==> src/rtl/stall_guard_pkg.sv <==
// Shared types for the locked-rotor guard.
// Assumes nothing beyond IEEE 1800-2017 enum support.
package stall_guard_pkg;
    // Guard phases: watching for a stall, cooling with drive off, retry burst.
    typedef enum logic [1:0] {
        PH_WATCH = 2'd0,
        PH_COOL  = 2'd1,
        PH_RETRY = 2'd2
    } guard_phase_e;
endpackage

==> src/rtl/sg_ramp.sv <==
// Saturating up/down ramp that stands in for a timing capacitor.
// It steps up by UP_STEP and down by DN_STEP, clamps at HIGH_LVL when rising
// and at LOW_LVL when falling, and flags when the requested step reaches a clamp.
// Assumes that at most one of clr/up/dn is acted on (clr has priority).
module sg_ramp #(
    parameter int unsigned LVL_W    = 10,
    parameter int unsigned LOW_LVL  = 180,
    parameter int unsigned HIGH_LVL = 540,
    parameter int unsigned UP_STEP  = 18,
    parameter int unsigned DN_STEP  = 1
) (
    input  logic             clk,
    input  logic             rst_n,
    input  logic             clr,
    input  logic             up,
    input  logic             dn,
    output logic [LVL_W-1:0] level,
    output logic             reach_top,
    output logic             reach_bot
);
    localparam logic [LVL_W-1:0] HIGH_V = LVL_W'(HIGH_LVL);
    localparam logic [LVL_W-1:0] LOW_V  = LVL_W'(LOW_LVL);
    localparam logic [LVL_W-1:0] UP_V   = LVL_W'(UP_STEP);
    localparam logic [LVL_W-1:0] DN_V   = LVL_W'(DN_STEP);
    localparam logic [LVL_W-1:0] BOT_V  = LVL_W'(LOW_LVL + DN_STEP);

    logic [LVL_W-1:0] sum_up;

    // Next value for a rising step and the two clamp detectors.
    always_comb begin
        sum_up    = level + UP_V;
        reach_top = (sum_up >= HIGH_V);
        reach_bot = (level <= BOT_V);
    end

    // Ramp register: clear, saturating rise or saturating fall.
    always_ff @(posedge clk) begin
        if (!rst_n || clr) begin
            level <= '0;
        end else if (up) begin
            level <= reach_top ? HIGH_V : sum_up;
        end else if (dn) begin
            level <= reach_bot ? LOW_V : (level - DN_V);
        end
    end
endmodule

==> src/rtl/sg_phase.sv <==
// Phase sequencer of the locked-rotor guard.
// It decides from the ramp clamp flags whether the guard is watching, cooling
// with drive off or in a retry burst, and sends step commands to the ramp.
// Assumes the ramp reports reach flags for the step it is being asked to take.
module sg_phase
    import stall_guard_pkg::*;
(
    input  logic         clk,
    input  logic         rst_n,
    input  logic         guard_en,
    input  logic         tick,
    input  logic         hall_evt,
    input  logic         reach_top,
    input  logic         reach_bot,
    output logic         clr,
    output logic         up,
    output logic         dn,
    output guard_phase_e phase
);
    guard_phase_e phase_nx;

    // Step commands: a rotation event or a disable clears, otherwise ticks step.
    always_comb begin
        clr = !guard_en || hall_evt;
        up  = !clr && tick && (phase != PH_COOL);
        dn  = !clr && tick && (phase == PH_COOL);
    end

    // Next phase from the step taken and whether it hits a clamp.
    always_comb begin
        phase_nx = phase;
        if (clr) begin
            phase_nx = PH_WATCH;
        end else if (up && reach_top) begin
            phase_nx = PH_COOL;
        end else if (dn && reach_bot) begin
            phase_nx = PH_RETRY;
        end
    end

    // Phase register.
    always_ff @(posedge clk) begin
        if (!rst_n) begin
            phase <= PH_WATCH;
        end else begin
            phase <= phase_nx;
        end
    end
endmodule

==> src/rtl/stall_guard.sv <==
// Locked-rotor guard timer top.
// It ramps on prescaled ticks, and a Hall-period pulse resets the ramp. When the
// ramp reaches HIGH_LVL it runs a long-off / short-on retry cycle until rotation
// returns. Assumes tick and hall_evt are single-cycle strobes in the clk domain.
module stall_guard
    import stall_guard_pkg::*;
#(
    parameter int unsigned LOW_LVL  = 180,
    parameter int unsigned HIGH_LVL = 540,
    parameter int unsigned UP_STEP  = 18,
    parameter int unsigned DN_STEP  = 1
) (
    input  logic clk,
    input  logic rst_n,
    input  logic guard_en,
    input  logic tick,
    input  logic hall_evt,
    output logic drive_ok,
    output logic run_sink
);
    localparam int unsigned LVL_W = $clog2(HIGH_LVL + UP_STEP + 1);

    logic             ramp_clr;
    logic             ramp_up;
    logic             ramp_dn;
    logic             ramp_top;
    logic             ramp_bot;
    logic [LVL_W-1:0] ramp_lvl;
    guard_phase_e     phase;

    sg_ramp #(
        .LVL_W   (LVL_W),
        .LOW_LVL (LOW_LVL),
        .HIGH_LVL(HIGH_LVL),
        .UP_STEP (UP_STEP),
        .DN_STEP (DN_STEP)
    ) u_ramp (
        .clk      (clk),
        .rst_n    (rst_n),
        .clr      (ramp_clr),
        .up       (ramp_up),
        .dn       (ramp_dn),
        .level    (ramp_lvl),
        .reach_top(ramp_top),
        .reach_bot(ramp_bot)
    );

    sg_phase u_phase (
        .clk      (clk),
        .rst_n    (rst_n),
        .guard_en (guard_en),
        .tick     (tick),
        .hall_evt (hall_evt),
        .reach_top(ramp_top),
        .reach_bot(ramp_bot),
        .clr      (ramp_clr),
        .up       (ramp_up),
        .dn       (ramp_dn),
        .phase    (phase)
    );

    // Output decode: drive is cut only while cooling, status only while watching.
    always_comb begin
        drive_ok = (phase != PH_COOL);
        run_sink = (phase == PH_WATCH);
    end
endmodule

==> config.mk <==
export PLATFORM = sky130hd
export DESIGN_NAME = stall_guard
export DESIGN_NICKNAME = d
export VERILOG_FILES = /design/src/rtl/stall_guard_pkg.sv /design/src/rtl/sg_ramp.sv /design/src/rtl/sg_phase.sv /design/src/rtl/stall_guard.sv
export SDC_FILE = /design/constraint.sdc
export NUM_CORES = 1
export LEC_CHECK = 0
export BUFFER_PORTS_ARGS = -buffer_cell sky130_fd_sc_hd__buf_2
export CAP_MARGIN = 20
export CORE_UTILIZATION = 32
export CTS_BUF_LIST = sky130_fd_sc_hd__clkbuf_8
export CTS_CLUSTER_DIAMETER = 40
export DETAILED_ROUTE_END_ITERATION = 10
export PLACE_DENSITY = 0.46
export SLEW_MARGIN = 20
export SYNTH_ARGS = -nofsm -noshare
export SYNTH_HDL_FRONTEND = slang
export SYNTH_SLANG_ARGS = --single-unit
==> constraint.sdc <==
create_clock -name clk -period 3 [get_ports clk]
set_input_delay 0.6 -clock clk [delete_from_list [all_inputs] [get_ports clk]]
set_output_delay 0.6 -clock clk [all_outputs]
set_load 0.02 [all_outputs]
==> After elaboration in Yosys (flattened, before gate mapping) <==
Cells that the tools add are included.
Widths: inputs -> output; s select.
{ "word_totals": {"rom_bits": 0, "regBits": 12, "latch_bits": 0, "ramBits": 0, "n_memories": 0, "wordCells": 31} }
{ "op_classes": {"n_mux": 6, "div_mod_pow": 0, "eq_ne": 2, "shift": 0, "n_lt_le_gt_ge": 2, "bitwise_logic": 1, "add_sub_neg": 2, "multipliers": 0, "n_reduce_logical": 15} }
{ "ops": {"columns": ["op", "n"], "rows": [
  ["$mux 10", 4],
  ["$add 10x5->10 const B", 1],
  ["$ge 10x10->1 const B", 1],
  ["$le 10x8->1 const B", 1],
  ["$sub 10x1->10 const B", 1],
  ["$logic_and 1x1->1", 5],
  ["$reduce_bool 2->1", 2],
  ["$logic_not 1->1", 3],
  ["$reduce_or 3->1", 1],
  ["$eq 2x1->1 const B", 1],
  ["$logic_not 2->1", 1],
  ["$logic_or 1x1->1", 2],
  ["$mux 1", 2],
  ["$ne 2x1->1 const B", 1],
  ["$reduce_or 2->1", 1],
  ["$not 1->1", 1]
]} }

==> Logic depth before layout (Yosys ltp) <==
Gate-level depths: netlist of the first run.
{ "depth": {"depth_word": 8, "depth_mapped": 9} }

==> Modules after synthesis <==
A second synthesis of the first run with hierarchy kept.
{ "hier_totals": {"hier_cells": 149, "hier_area_um2": 1112.3} }
{ "by_module_without_submodules": {"columns": ["mod", "cells_per_inst", "area_each_um2", "instances"], "rows": [
  ["sg_ramp", 134, 975.9, 1],
  ["sg_phase", 13, 126.4, 1],
  ["stall_guard", 2, 10.0, 1]
]} }

==> Least setup slack after synthesis of the first run <==
Ideal clock, no wire load.
{ "synth_path": {"path_kind": "reg2reg", "startpoint": "register u_ramp.level[1]", "endpoint": "register u_ramp.level[6]", "setup_slack_ns": 1.176, "period_less_slack_ns": 1.824, "arrival_time_ns": 1.765, "path_stages_with_launch": 9, "n_path_buf": 0, "cell_sequence": "dfxtp_1 > inv_1 > ha_1 > nand4_1 > nor2_1 > a31oi_1 > a21oi_2 > o31ai_2 > o221a_2"} }
{ "synth_between": {"elab_chain_len": 4, "word_cells_on_any_way": 8} }
{ "synth_rtl": {"columns": ["item", "line", "source"], "rows": [
  ["from (decl)", "sg_ramp.sv:17", "output logic [LVL_W-1:0] level,"],
  ["from (signal assigned)", "sg_ramp.sv:41", "level <= reach_top ? HIGH_V : sum_up;"],
  ["from (signal assigned)", "sg_ramp.sv:43", "level <= reach_bot ? LOW_V : (level - DN_V);"],
  ["$add 10x5->10, or another cell as far along", "sg_ramp.sv:31", "sum_up = level + UP_V;"],
  ["$ge 10x10->1 / $mux 10 (equally long branches)", "sg_ramp.sv:32, sg_ramp.sv:43", null],
  ["$mux 10, on equally long branches", "sg_ramp.sv:41, sg_ramp.sv:42", null],
  ["$mux 10 *", "sg_ramp.sv:40", "end else if (up) begin"]
]} }
Every way passes the cells marked *; elsewhere a longest branch is shown, timed or not. The select of a mux whose other input is x is not followed.
A chain may end at the register's enable or synchronous reset.

==> Worst setup path in the final report of the first run <==
{ "layout_path": {"startpoint": "register u_ramp.level[2]", "endpoint": "register u_ramp.level[4]"} }
Same word-level chain as after synthesis.

==> results of run 1 <==
[worst max-delay path, stage by stage, from the launching register on]
cell	delay [ps]
dfxtp_1	520
ha_1	280
a21o_1	220
nand3_1	120
xor2_1	230
a31oi_1	200
nand3_1	90
a2111oi_1	430
[worst paths after layout]
kind / to
max: u_ramp.level[4]
min: u_phase.phase[0]
max reg2reg: u_ramp.level[4]
min reg2reg: u_phase.phase[0]
[area by class of cell]
cell class	count	share of cell area, %
clock buffers	3	3.39
inverters	5	1.54
flip-flops and latches	12	19.7
multi-input cells	125	66.9
repair buffers	8	3.70
well taps	46	4.73
[kinds of logic (layout without fill, tap and decap cells)]
family,count (synthesis),in the layout,share of synthesized area (%)
buffers and inverters,15,16,7.46
AND/OR/NAND/NOR,61,61,28.0
flip-flops,12,12,21.1
XOR/XNOR,12,12,9.22
AO/OA/AOI/OAI,47,47,28.8
adder cells (fa/ha/maj),5,5,5.49
[metal layers]
| metal | share of wire (%) | global-route usage (%) | wire length [um] | vias up |
|---|---|---|---|---|
| met1 | 42 | 23.1 | 1360 | 531 |
| met2 | 51 | 35.2 | 1670 | 43 |
| met5 | 0 | 0 | 0 | - |
| met4 | 2.6 | 7.94 | 85 | 0 |
| li1 | - | - | - | 563 |
| met3 | 4.8 | 5.04 | 157 | 10 |
[per-stage QoR]
step	hold slack, ps	setup WS, ps	std cells	util, %
2_1_floorplan	457	1180	152	-
3_3_place_gp	495	822	196	35.0
3_5_place_dp	499	823	196	35.0
4_1_cts	515	799	199	36.2
5_1_grt	524	548	199	36.2
6_report	506	768	199	36.2
[cells in the final DEF (no fill, tap or decap), types with 2 or more instances in the layout]
cell / count
o21ai_0: 14
buf_2: 6
a21oi_2: 2
a21oi_1: 7
a31oi_1: 6
xor2_1: 7
clkbuf_8: 3
ha_1: 5
inv_1: 4
and2_1: 5
nand3_1: 8
nor2b_1: 3
o221a_2: 2
nor4_1: 5
nor2_1: 9
dfxtp_1: 12
nand2_1: 11
nor3_1: 6
nand2b_1: 5
xnor2_1: 5
and3_1: 2
buf_4: 2
nand4_1: 4
[where the power goes]
part	internal (uW)	switching, uW
clock network	88.6	62.8
logic	20.6	29.9
registers	162	8.09
[flip-flops by register name (all words and copies together) (netlist names)]
| register | cells |
|---|---|
| u_ramp.level | 10 |
| u_phase.phase | 2 |
==> summary.md, run 1 <==
| Metric | Value |
|---|---|
| Via count | `1147` |
| Cell Pwr Density | `306 nW/um^2` |
| Final Max Slew Viols | `0` |
| Top-count cell post-synth | `o21ai_0` |
| # IOs | `7` |
| Gr ovfl total | `0` |
| Antenna violations before repair | `0` |
| Syn Area/Cell | `7.50 um^2` |
| Final setup violation count | `0` |
| Layout cells sized above 1 | `11.1%` |
| Most used DFF post-synth | `dfxtp_1` |
| FF-to-FF setup slack | `770 ps` |
| Outcome | `completed` |
| Syn nets | `~160` |
| Largest net degree at the start of global routing | `13` |
| Post-synth EDFFs | `0` |
| Setup TNS | `0 ps` |
| Total CTS buffers | `3` |
| Drt initial violations | `49` |
| Total wire length | `3270 um` |
| Synthesis Warnings | `0` |
| Setup Buffers After CTS | `0` |
| Antenna diodes | `0` |
| Hold path depth | `2` |
| Die width | `61.7 um` |
| Final Critical Period | `2230 ps` |
| FF/Latch Area | `240 um^2` |
| First-pass GRT wire length | `5330 um` |
| Area of the multi-input gates | `~810 um^2` |
| Clock root buffer | `clkbuf_8` |
| Wire per inst | `16.4 um` |
| Slew @ Worst Pin | `503 ps` |
| Std-Cell Rows | `21` |
| Unique masters post-synth | `44` |
| Post-synth top area share | `21.1%` |
| Setup Skew | `6.64 ps` |
| Final-report hold violation count | `0` |
| CP Max Fanout | `10` |
| Number of remaining DRC errors | `0` |
| Maximum vdd drop | `0.126 mV` |
| Initial cell density of the core | `33.9%` |
| Total GRT Usage | `20.0%` |
| Post-CTS Resized | `0` |
| Cell Area, Synth | `1140 um^2` |
| CP startpoint | `u_ramp.level[2]` |
| Port Buffer Count | `6` |
| Die Area | `3800 um^2` |
| Die Span Y | `61.7 um` |
| # fillers | `384` |
| FF-to-FF Start | `u_ramp.level[2]` |
| Htree depth | `1` |
| Max_slew headroom | `66.1%` |
| Crit end category | `flip-flop` |
| List of most frequent post-synthesis cells | `14 x o21ai_0, 12 x dfxtp_1, 11 x nand2_1` |
| Total of max-cap violations | `0` |
| Final instance area | `between 1000 and 1500 um^2` |
| Area contributors post-synth | `dfxtp_1 21%, o21ai_0 6.1%, ha_1 5.5%` |
| Core area | `3360 um^2` |
| Asr flop ratio synth | `0%` |
| Vias in the first global route | `around 1100` |
| Mapped Cells | `between 150 and 200` |
| Hold path start | `u_phase.phase[0]` |
| WP data arrival | `2340 ps` |
| Post-CTS Hold Buffers | `0` |
| DP Wirelength | `2410 um` |
| Final net count | `between 150 and 200` |
| CP startpoint kind | `flip-flop` |
| Seq cells post-synth | `12` |
| Hold Crit Class | `reg -> reg` |
| Deepest clock path buffer count | `2` |
| Placed Area | `1180 um^2` |
| Drt pass-1 iters | `4` |
| Clock Latency Late Sink | `240 ps` |
| Worst r2r path cells | `7` |
| Seq/Total Area, Yosys | `21.1%` |
| CTS tree | `done` |
| Synth area leader | `dfxtp_1` |
| Crit path kind | `reg -> reg` |
| Clock-pin slew on the worst setup and hold paths | `60 ps` |
| # clock sinks | `12` |
| Tcrit/Tclk final | `74.4%` |
| LEAKAGE | `0.000436 uW` |
| GP Congestion | `0.884` |
| RSZ-0062 raised after global routing | `no` |
| Power, Total | `roughly 370 uW` |
| Synth-to-Final Area Change | `6.81%` |
| Routed vias/inst | `5.76` |
| Req. time, crit path | `3110 ps` |
| Final ANT Viol Nets | `0` |
| F_max | `448 MHz` |
Note: power is estimated with default switching activity, not from simulation.
==> run 2, diff against run 1 <==
--- a/config.mk
+++ b/config.mk
@@ -11,7 +11,7 @@
 export CTS_BUF_LIST = sky130_fd_sc_hd__clkbuf_8
 export CTS_CLUSTER_DIAMETER = 40
 export DETAILED_ROUTE_END_ITERATION = 10
-export PLACE_DENSITY = 0.46
+export PLACE_DENSITY = 0.48
 export SLEW_MARGIN = 20
 export SYNTH_ARGS = -nofsm -noshare
 export SYNTH_HDL_FRONTEND = slang
==> constraint.sdc (replaced) <==
create_clock -name clk -period 2 [get_ports clk]
set_input_delay 0.4 -clock clk [delete_from_list [all_inputs] [get_ports clk]]
set_output_delay 0.4 -clock clk [all_outputs]
set_load 0.02 [all_outputs]
==> run 2 against run 1 <==
Net effect: cell count up 14%; non-clock buffer count up 27; wire length up 7.2%; sequential share of layout area down 3.4 points; utilization up 8.9 points; sequential power up 47%; sequential cell count unchanged; via count up 9.9%; hold slack worse by 7.3 ps; critical path depth up 2.
==> summary.md, run 2 (synthesis results as in run 1) <==
| Metric | Value |
|---|---|
| Worst r2r path cells | `9` |
| Most frequent cells in the layout | `29 x buf_4, 11 x o21ai_0, 10 x nand2_1` |
| Final ANT Viol Nets | `0` |
| Vias in the first global route | `1172` |
| Port Buffer Count | `6` |
| Hold path start | `u_phase.phase[0]` |
| Total of max-cap violations | `0` |
| Top delay family on crit path | `simple AND/OR/NAND/NOR gates` |
| Final Util | `a little under half` |
| Req. time, crit path | `2130 ps` |
| Via count | `1260` |
| Cells along the critical path | `inv_4 -> ha_1 -> nand4_1 -> nor4_2 -> buf_4 -> nor3b_1 -> o21ai_1 -> nand3_1 -> a2111oi_1` |
| Number of remaining DRC errors | `0` |
| DP Cell Count | `221` |
| Total wire length | `3500 um` |
| Initial cell density of the core | `33.9%` |
| Tcrit/Tclk final | `a little over nine tenths` |
| Post-CTS Hold Buffers | `0` |
| Slew @ Worst Pin | `391 ps` |
| Hold path depth | `2` |
| Die width | `61.7 um` |
| Crit path kind | `reg -> reg` |
| Final WS setup | `112 ps` |
| Gr ovfl total | `0` |
| # IOs | `7` |
| First-pass GRT wire length | `5620 um` |
| DP Wirelength | `2680 um` |
| Largest registers | `u_ramp.level x10, u_phase.phase x2` |
| Layout cells sized above 1 | `32.6%` |
| RSZ-0062 raised after global routing | `yes` |
| WHS Endpoint | `u_phase.phase[0]` |
| Die Area | `3800 um^2` |
| Hold Crit Class | `reg -> reg` |
| Final net count | `192` |
| Clock root buffer | `clkbuf_8` |
| Non-filler cells, final | `227` |
| Critical path's largest stage delay | `between 300 and 400 ps` |
| Final-report hold violation count | `0` |
| GP Congestion | `0.910` |
| Synth-to-Final Area Change | `33.2%` |
| Core area | `3360 um^2` |
| Maximum vdd drop | `0.281 mV` |
| LEAKAGE | `0.000601 uW` |
| F_max | `roughly 530 MHz` |
| Die Span Y | `61.7 um` |
| Most flop-heavy register | `u_ramp.level` |
| WP data arrival | `between 2000 and 2500 ps` |
| Placed Area | `1360 um^2` |
| CP Max Fanout | `4` |
| Max_slew headroom | `73.8%` |
| FF-to-FF Start | `u_ramp.level[1]` |
| CP startpoint kind | `flip-flop` |
| Setup Skew | `3.50 ps` |
| Total CTS buffers | `3` |
| FF-to-FF setup slack | `110 ps` |
| Max reg flops | `10` |
| Final setup violation count | `0` |
| Worst Path Buf+Inv | `2` |
| Final Max Slew Viols | `0` |
| Drt pass-1 iters | `4` |
| Dpl ws | `around 38 ps` |
| Critical R2R Capture | `u_ramp.level[4]` |
| Std-Cell Rows | `21` |
| Slowest CP cell | `dfxtp_4` |
| Antenna diodes | `0` |
| CTS tree | `done` |
| Cell Pwr Density | `around 420 nW/um^2` |
| Final Critical Period | `between 1500 and 2000 ps` |
| Crit. path cell count | `9` |
| Clock Latency Late Sink | `250 ps` |
| Total GRT Usage | `20.7%` |
| Drt initial violations | `57` |
| Commonest non-fill, non-tap cell in the layout | `buf_4` |
| Crit end category | `flip-flop` |
| Outcome | `completed` |
| Wire per inst | `15.4 um` |
| Clock-pin slew on the worst setup and hold paths | `60 ps` |
| # clock sinks | `12` |
| Largest net degree at the start of global routing | `11` |
| Deepest clock path buffer count | `2` |
| Htree depth | `1` |
| Antenna violations before repair | `0` |
| Final instance area | `1520 um^2` |
| Routed vias/inst | `5.55` |
[run 2: layout make-up]
class | count | area, um^2
inverters | 5 | 21.3
multi-input cells | 125 | 888
repair buffers | 35 | 248
fillers | 352 | 1850
clock buffers | 4 | 55.1
flip-flops and latches | 12 | 248
well taps | 46 | 57.6
[run 2: stage by stage]
step / total power, uW / TNS [ps] / hold slack [ps]
after CTS: 629 / 0 / 496
after global placement: 353 / 0 / 474
final: 635 / 0 / 498
after global routing: 664 / -87.8 / 518
after floorplan: 317 / 0 / 457
after detailed placement: 352 / 0 / 485
[run 2: worst max-delay path by stage]
stage / from / to / slack (ps)
after CTS: u_ramp.level[1] / u_ramp.level[7] / 10
after global routing: u_ramp.level[1] / u_ramp.level[4] / -40
after global placement: u_ramp.level[1] / u_ramp.level[7] / 40
final: u_ramp.level[1] / u_ramp.level[4] / 110
after detailed placement: u_ramp.level[1] / u_ramp.level[7] / 40
after floorplan: u_ramp.level[1] / u_ramp.level[6] / 180
[run 2: power by group]
group / switching [uW] / internal (uW) / total (uW)
Combinational: 58.4 / 48.9 / 107
Clock: 103 / 175 / 277
Sequential: 7.67 / 242 / 250
Total: 169 / 466 / 635
[run 2: routing by layer]
layer / vias to the layer above / track usage (%) / share of wire (%)
met5: - / 0 / 0
met1: 563 / 25.9 / 43
met4: 0 / 10.5 / 5.1
li1: 618 / - / -
met2: 57 / 34.6 / 47
met3: 22 / 2.94 / 4.7
[run 2: timing repair]
action,4_1_cts,5_1_grt
resized for setup,0,24
endpoints found under the setup margin,0,12
endpoints found under the hold margin,0,0
setup buffers,0,2
[run 2: worst reg2reg max path, delay by kind of cell (launching register included)]
kind	cells	cell delay [ps]
and+or+nand+nor	4	530
adders and majority gates	1	150
buffers and inverters	2	230
AOI/OAI and AO/OA	2	500
DFF	1	370
